===== config.mk =====
export PLATFORM = sky130hd
export DESIGN_NAME = stack_bank_switcher
export DESIGN_NICKNAME = d
export VERILOG_FILES = /design/src/rtl/stack_bank_pkg.sv /design/src/rtl/bus_cycle_detect.sv /design/src/rtl/cycle_data_capture.sv /design/src/rtl/bank_select_ctrl.sv /design/src/rtl/stack_bank_switcher.sv
export SDC_FILE = /design/constraint.sdc
export NUM_CORES = 1
export LEC_CHECK = 0
export CAP_MARGIN = 25
export CORE_UTILIZATION = 49
export DETAILED_ROUTE_END_ITERATION = 10
export HOLD_SLACK_MARGIN = 0.05
export PLACE_DENSITY_LB_ADDON = 0.08
export SLEW_MARGIN = 20
export SYNTH_ARGS = -nofsm -noshare
export SYNTH_HDL_FRONTEND = slang
export SYNTH_SLANG_ARGS = --single-unit

===== constraint.sdc =====
create_clock -name clk -period 1.7 [get_ports clk]
set_input_delay 0.51 -clock clk [delete_from_list [all_inputs] [get_ports clk]]
set_output_delay 0.51 -clock clk [all_outputs]
set_load 0.05 [all_outputs]

===== src/rtl/stack_bank_pkg.sv =====
package stack_bank_pkg;
  localparam int BUS_AW     = 13;
  localparam int BUS_DW     = 8;
  localparam int OFFSET_W   = 12;
  localparam logic [BUS_AW-1:0] STACK_TRIG = 13'h01FE;
  localparam int BANK_SEL_BIT = 5;

  typedef enum logic {BANK_LO = 1'b0, BANK_HI = 1'b1} bank_t;
endpackage


===== src/rtl/bus_cycle_detect.sv =====
module bus_cycle_detect #(
  parameter int AW          = 13,
  parameter int SYNC_STAGES = 2,
  parameter int STABLE_CLKS = 2
) (
  input  logic          clk,
  input  logic          rst_n,
  input  logic [AW-1:0] addr_in,
  output logic [AW-1:0] addr_sync,
  output logic [AW-1:0] cyc_addr,
  output logic          cyc_start
);
  localparam int CW = $clog2(STABLE_CLKS + 1);
  localparam logic [CW-1:0] LAST = CW'(STABLE_CLKS - 1);

  logic [AW-1:0] stg [SYNC_STAGES];
  logic [AW-1:0] cand_q;
  logic [CW-1:0] stab_q;

  generate
    for (genvar i = 0; i < SYNC_STAGES; i++) begin : g_sync
      always_ff @(posedge clk or negedge rst_n) begin
        if (!rst_n)      stg[i] <= '0;
        else if (i == 0) stg[i] <= addr_in;
        else             stg[i] <= stg[(i > 0) ? i-1 : 0];
      end
    end
  endgenerate

  assign addr_sync = stg[SYNC_STAGES-1];

  always_ff @(posedge clk or negedge rst_n) begin
    if (!rst_n) begin
      cand_q    <= '0;
      stab_q    <= '0;
      cyc_addr  <= '0;
      cyc_start <= 1'b0;
    end else begin
      cyc_start <= 1'b0;
      if (addr_sync != cand_q) begin
        cand_q <= addr_sync;
        stab_q <= '0;
      end else if (stab_q != LAST) begin
        stab_q <= stab_q + 1'b1;
      end else if (cand_q != cyc_addr) begin
        cyc_addr  <= cand_q;
        cyc_start <= 1'b1;
      end
    end
  end
endmodule


===== src/rtl/cycle_data_capture.sv =====
module cycle_data_capture #(
  parameter int DW          = 8,
  parameter int AW          = 13,
  parameter int SYNC_STAGES = 2,
  parameter int CAP_DELAY   = 4
) (
  input  logic          clk,
  input  logic          rst_n,
  input  logic [DW-1:0] data_in,
  input  logic          cyc_start,
  input  logic [AW-1:0] cyc_addr,
  output logic          cap_pulse,
  output logic [DW-1:0] cap_data,
  output logic [AW-1:0] cap_addr
);
  localparam int DCW = $clog2(CAP_DELAY + 1);

  logic [DW-1:0]  dstg [SYNC_STAGES];
  logic [DCW-1:0] dly_q;
  logic           busy_q;

  generate
    for (genvar i = 0; i < SYNC_STAGES; i++) begin : g_dsync
      always_ff @(posedge clk or negedge rst_n) begin
        if (!rst_n)      dstg[i] <= '0;
        else if (i == 0) dstg[i] <= data_in;
        else             dstg[i] <= dstg[(i > 0) ? i-1 : 0];
      end
    end
  endgenerate

  always_ff @(posedge clk or negedge rst_n) begin
    if (!rst_n) begin
      dly_q     <= '0;
      busy_q    <= 1'b0;
      cap_pulse <= 1'b0;
      cap_data  <= '0;
      cap_addr  <= '0;
    end else begin
      cap_pulse <= 1'b0;
      if (cyc_start) begin
        dly_q  <= DCW'(CAP_DELAY);
        busy_q <= 1'b1;
      end else if (busy_q) begin
        if (dly_q == DCW'(1)) begin
          busy_q    <= 1'b0;
          cap_pulse <= 1'b1;
          cap_data  <= dstg[SYNC_STAGES-1];
          cap_addr  <= cyc_addr;
        end
        dly_q <= dly_q - 1'b1;
      end
    end
  end
endmodule


===== src/rtl/bank_select_ctrl.sv =====
module bank_select_ctrl
  import stack_bank_pkg::*;
#(
  parameter int          AW      = 13,
  parameter int          DW      = 8,
  parameter logic [AW-1:0] TRIG  = 13'h01FE,
  parameter int          SEL_BIT = 5
) (
  input  logic          clk,
  input  logic          rst_n,
  input  logic          cyc_start,
  input  logic          cap_pulse,
  input  logic [DW-1:0] cap_data,
  input  logic [AW-1:0] cap_addr,
  output bank_t         bank_q,
  output logic          armed_q,
  output logic          pend_q
);
  bank_t pend_bank_q;
  logic  unused_data_bits;

  assign unused_data_bits = ^cap_data;

  always_ff @(posedge clk or negedge rst_n) begin
    if (!rst_n) begin
      bank_q      <= BANK_LO;
      armed_q     <= 1'b0;
      pend_q      <= 1'b0;
      pend_bank_q <= BANK_LO;
    end else begin
      if (cyc_start && pend_q) begin
        bank_q <= pend_bank_q;
        pend_q <= 1'b0;
      end
      if (cap_pulse) begin
        armed_q <= (cap_addr == TRIG);
        if (armed_q) begin
          pend_q      <= 1'b1;
          pend_bank_q <= cap_data[SEL_BIT] ? BANK_LO : BANK_HI;
        end
      end
    end
  end
endmodule


===== src/rtl/stack_bank_switcher.sv =====
module stack_bank_switcher
  import stack_bank_pkg::*;
#(
  parameter int ADDR_W      = BUS_AW,
  parameter int DATA_W      = BUS_DW,
  parameter int OFF_W       = OFFSET_W,
  parameter int SYNC_STAGES = 2,
  parameter int STABLE_CLKS = 2,
  parameter int CAP_DELAY   = 4,
  parameter logic [ADDR_W-1:0] TRIG_ADDR = STACK_TRIG,
  parameter int SEL_BIT     = BANK_SEL_BIT
) (
  input  logic              clk,
  input  logic              rst_n,
  input  logic [ADDR_W-1:0] bus_addr,
  input  logic [DATA_W-1:0] bus_data,
  input  logic              bus_rw,
  output logic              win_active,
  output logic              rom_oe,
  output logic [OFF_W:0]    rom_addr
);
  logic [ADDR_W-1:0] addr_sync, cyc_addr, cap_addr;
  logic              cyc_start, cap_pulse;
  logic [DATA_W-1:0] cap_data;
  bank_t             bank_q;
  logic              armed_q, pend_q;

  bus_cycle_detect #(
    .AW(ADDR_W), .SYNC_STAGES(SYNC_STAGES), .STABLE_CLKS(STABLE_CLKS)
  ) u_detect (
    .clk(clk), .rst_n(rst_n), .addr_in(bus_addr),
    .addr_sync(addr_sync), .cyc_addr(cyc_addr), .cyc_start(cyc_start)
  );

  cycle_data_capture #(
    .DW(DATA_W), .AW(ADDR_W), .SYNC_STAGES(SYNC_STAGES), .CAP_DELAY(CAP_DELAY)
  ) u_capture (
    .clk(clk), .rst_n(rst_n), .data_in(bus_data),
    .cyc_start(cyc_start), .cyc_addr(cyc_addr),
    .cap_pulse(cap_pulse), .cap_data(cap_data), .cap_addr(cap_addr)
  );

  bank_select_ctrl #(
    .AW(ADDR_W), .DW(DATA_W), .TRIG(TRIG_ADDR), .SEL_BIT(SEL_BIT)
  ) u_bank (
    .clk(clk), .rst_n(rst_n), .cyc_start(cyc_start),
    .cap_pulse(cap_pulse), .cap_data(cap_data), .cap_addr(cap_addr),
    .bank_q(bank_q), .armed_q(armed_q), .pend_q(pend_q)
  );

  assign win_active = bus_addr[ADDR_W-1];
  assign rom_oe     = win_active & bus_rw;
  assign rom_addr   = {bank_q, bus_addr[OFF_W-1:0]};
endmodule


==> results.py <==
metrics = {
    "place": {
        "dpl.hpwl_microns": 3500,
        "postPlaceCellArea_sq_um": 3610,
        "port_buffers": 31,
        "place_ws_ps": -266,
        "dp_cells": 307,
        "gp_congestion": 0.749,
    },
    "yosys": {
        "synth.distinct_cells": 28,
        "synthArstFlopShare_pct": 100,
        "synth.ff_latch_count": 80,
        "synth_seq_area_share_pct": 65.6,
        "synthTopCellsByArea": "dfrtp_1 (66%), mux2_2 (7.8%), xor2_1 (5.5%)",
        "ys.flop_type": "dfrtp_1",
        "syn_area_sq_um": 3050,
        "synth.most_common_cell": "dfrtp_1",
        "syn_nets": 237,
        "synth-edff-count": 0,
        "yosys.area.top_type": "dfrtp_1",
        "yosys-top-cells-count": "dfrtp_1 (80), mux2_2 (21), xor2_1 (19)",
        "yosysTopAreaCellShare_pct": 65.6,
        "syn_inst": 210,
        "syn_avg_cell_area_sq_um": 14.5,
        "ys_warn_count": 0,
    },
    "routing": {
        "antenna_left": 0,
        "first_pass_iters": 4,
        "drt_iter0_markers": 53,
        "wl_microns": 4790,
        "routed_via_density": 4.82,
        "routedWlPerCell_microns": 14.6,
        "drc": 0,
        "vias": 1581,
    },
    "timing": {
        "finClkSkew_ps": 8.42,
        "worstMarginPinSlew_ps": 325,
        "finalHoldViolCount": 0,
        "period_needed_ps": 1960,
        "slew-limit-headroom_pct": 78.3,
        "timing.final.ws_setup_ps": -258,
        "finalSetupTns_ps": -3190,
        "setup_viol": 13,
        "fin_hold_ws_ps": 62.0,
        "fin_crit_sh_pct": 115,
        "slew_viol_final": 0,
        "rsz0062_at_grt": "true",
        "fmax_ghz": 0.511,
    },
    "die": {
        "die_h_microns": 80.9,
        "die_w_microns": 80.9,
        "num_rows": 28,
        "io_pins": 39,
        "start_util_pct": 51.2,
        "dieArea_sq_um": 6540,
        "core_area_sq_um": 5960,
    },
    "layout": {
        "final_core_util_pct": 65.5,
        "fillers": 476,
        "diodes": 0,
        "layout-drive-gt1-share_pct": 37.2,
        "fin_area_sq_um": 3900,
        "final_nets": 275,
        "areaGrowthSynthToFinish_pct": 27.8,
        "final_cells": 328,
    },
    "pwr": {
        "leakagePower_nw": 1.90,
        "p_int_mw": 2.80,
        "p_comb_share_pct": 7.7,
        "pwr-share-seq_pct": 54.2,
        "ir_drop_mv": 0.712,
        "switching_share_pct": 23.3,
        "power_switching_uw": 853,
        "power_mw": 3.66,
        "p_clk_share_pct": 38.1,
        "powerDensity_nw_per_um2": 938,
    },
    "cts": {
        "clock_latency_ps": 340,
        "cts_tree": "yes",
        "cts_made_buffers": 9,
        "clk_root_buffer_cell": "clkbuf_8",
        "clk_pin_slew_worst_paths_ps": 80,
        "htree_levels": 3,
        "holdBufCountCts": 0,
        "clock-sinks": 80,
        "clockBufferDepth": 2,
    },
    "global_routing": {
        "overflow": 0,
        "grt_pass1_wl_microns": 7930,
        "grt_pass1_vias": 1716,
        "track_usage_pct": 17.0,
        "antenna_found_initial": 0,
        "grt_max_degree": 38,
    },
    "critical_path": {
        "crit_fanout": 8,
        "r2r-start": "u_detect.cand_q[2]",
        "crit_type": "reg -> reg",
        "startpoint": "u_detect.cand_q[2]",
        "endpoint_kind": "flip-flop",
        "r2r_slack_ps": -260,
        "timing.rr.end": "u_detect.cyc_addr[4]",
        "r2r_cells": 6,
        "worstPathArrival_ps": 2180,
        "startpoint_type": "flip-flop",
        "crit_path_end": "u_detect.cyc_addr[4]",
        "worstPathRequired_ps": 1930,
    },
    "run_status": {
        "status": "finished with violations",
        "violations": "negative setup slack",
    },
    "flow_run": {
        "maxCapViolCount": 0,
    },
    "worst_hold_path": {
        "hold_path.class": "in -> async",
    },
}
==> layout make-up <==
cell class	instances	area [sq um]	area share [%]
flip-flops and latches	80	2000	51.3
multi-input cells	95	885	22.7
repair buffers	56	689	17.7
clock buffers	10	138	3.53
well taps	75	93.8	2.41
clock inverters	6	68.8	1.77
inverters	6	22.5	0.578
==> per-layer routing <==
layer,track usage (%),vias up,share of wire [%]
met5,0,-,0
met4,9.82,0,1.9
met3,4.04,8,3.3
met2,26.5,35,52
met1,21.7,794,43
li1,-,744,-
==> worst max-delay path, cell delays in order, from the launching register on <==
cell and delay [ps]:
dfrtp_1 400, xor2_1 170, nor4_2 330, nand4_1 180
a211o_1 280, buf_4 180, mux2_4 300
==> power groups by stage <==
stage	logic [mW]	registers, mW	clock network, mW
finish	0.282	1.98	1.39
global route	0.303	1.99	1.51
CTS	0.289	1.98	1.43
detailed placement	0.293	2.02	0
global placement	0.288	2.02	0
floorplan	0.135	2.01	0
==> flip-flops by register name, summed over array words and instances (netlist names) <==
register             cells
u_bank.bank_q            1
u_capture.cap_addr      13
u_detect.stab_q          2
u_capture.dly_q          3
u_capture.busy_q         1
u_detect.cyc_addr       13
u_detect.stg            13
u_bank.pend_q            1
u_detect.cand_q         13
u_capture.cap_pulse      1
u_detect.cyc_start       1
u_bank.armed_q           1
u_bank.pend_bank_q       1
u_detect.addr_sync      13
u_capture.cap_data       1
u_capture.dstg           2
==> kinds of logic after synthesis <==
group	after synthesis	share of synthesized area, %
compound gates	7	1.44
xor+xnor	28	8.04
fa+ha+maj	3	1.23
buf+inv	35	6.32
flops	80	65.6
mux	30	12.2
simple gates	27	5.17
==> what timing repair did <==
action                                  4_1_cts  5_1_grt
pin swaps                                     3        1
resized for setup                            10        9
endpoints found under the setup margin       22       29
gates cloned                                  0        1
setup buffers                                 2        2
==> worst min path at each step <==
| stage | start | to | slack (ps) | cells after the start |
|---|---|---|---|---|
| 3_3_place_gp | u_detect.stg[14] | u_detect.addr_sync[1] | 330 | 0 |
| 4_1_cts | rst_n | u_capture.cap_addr[9] | 60 | 1 |
| 3_5_place_dp | u_detect.stg[17] | u_detect.addr_sync[4] | 330 | 0 |
| 5_1_grt | rst_n | u_detect.cyc_addr[10] | 70 | 1 |
| 2_1_floorplan | rst_n | u_bank.armed_q | 210 | 0 |
| 6_report | rst_n | u_capture.cap_addr[9] | 60 | 1 |
==> layout by cell type (no fill, tap or decap), drive strengths merged, types with 2 or more instances in the layout <==
master,Yosys,layout
ha,3,3
clkinvlp,0,4
inv,6,6
nor3,3,3
dlymetal6s2s,0,5
xnor2,9,9
buf,16,40
dfrtp,80,80
clkbuf,13,11
mux2,30,30
nand2,4,4
nor4,3,3
a21oi,2,2
dlygate4sd2,0,9
xor2,19,19
o21ai,2,2
nor2,7,7
nand4,4,4
Power figures use the tool's default switching activity.
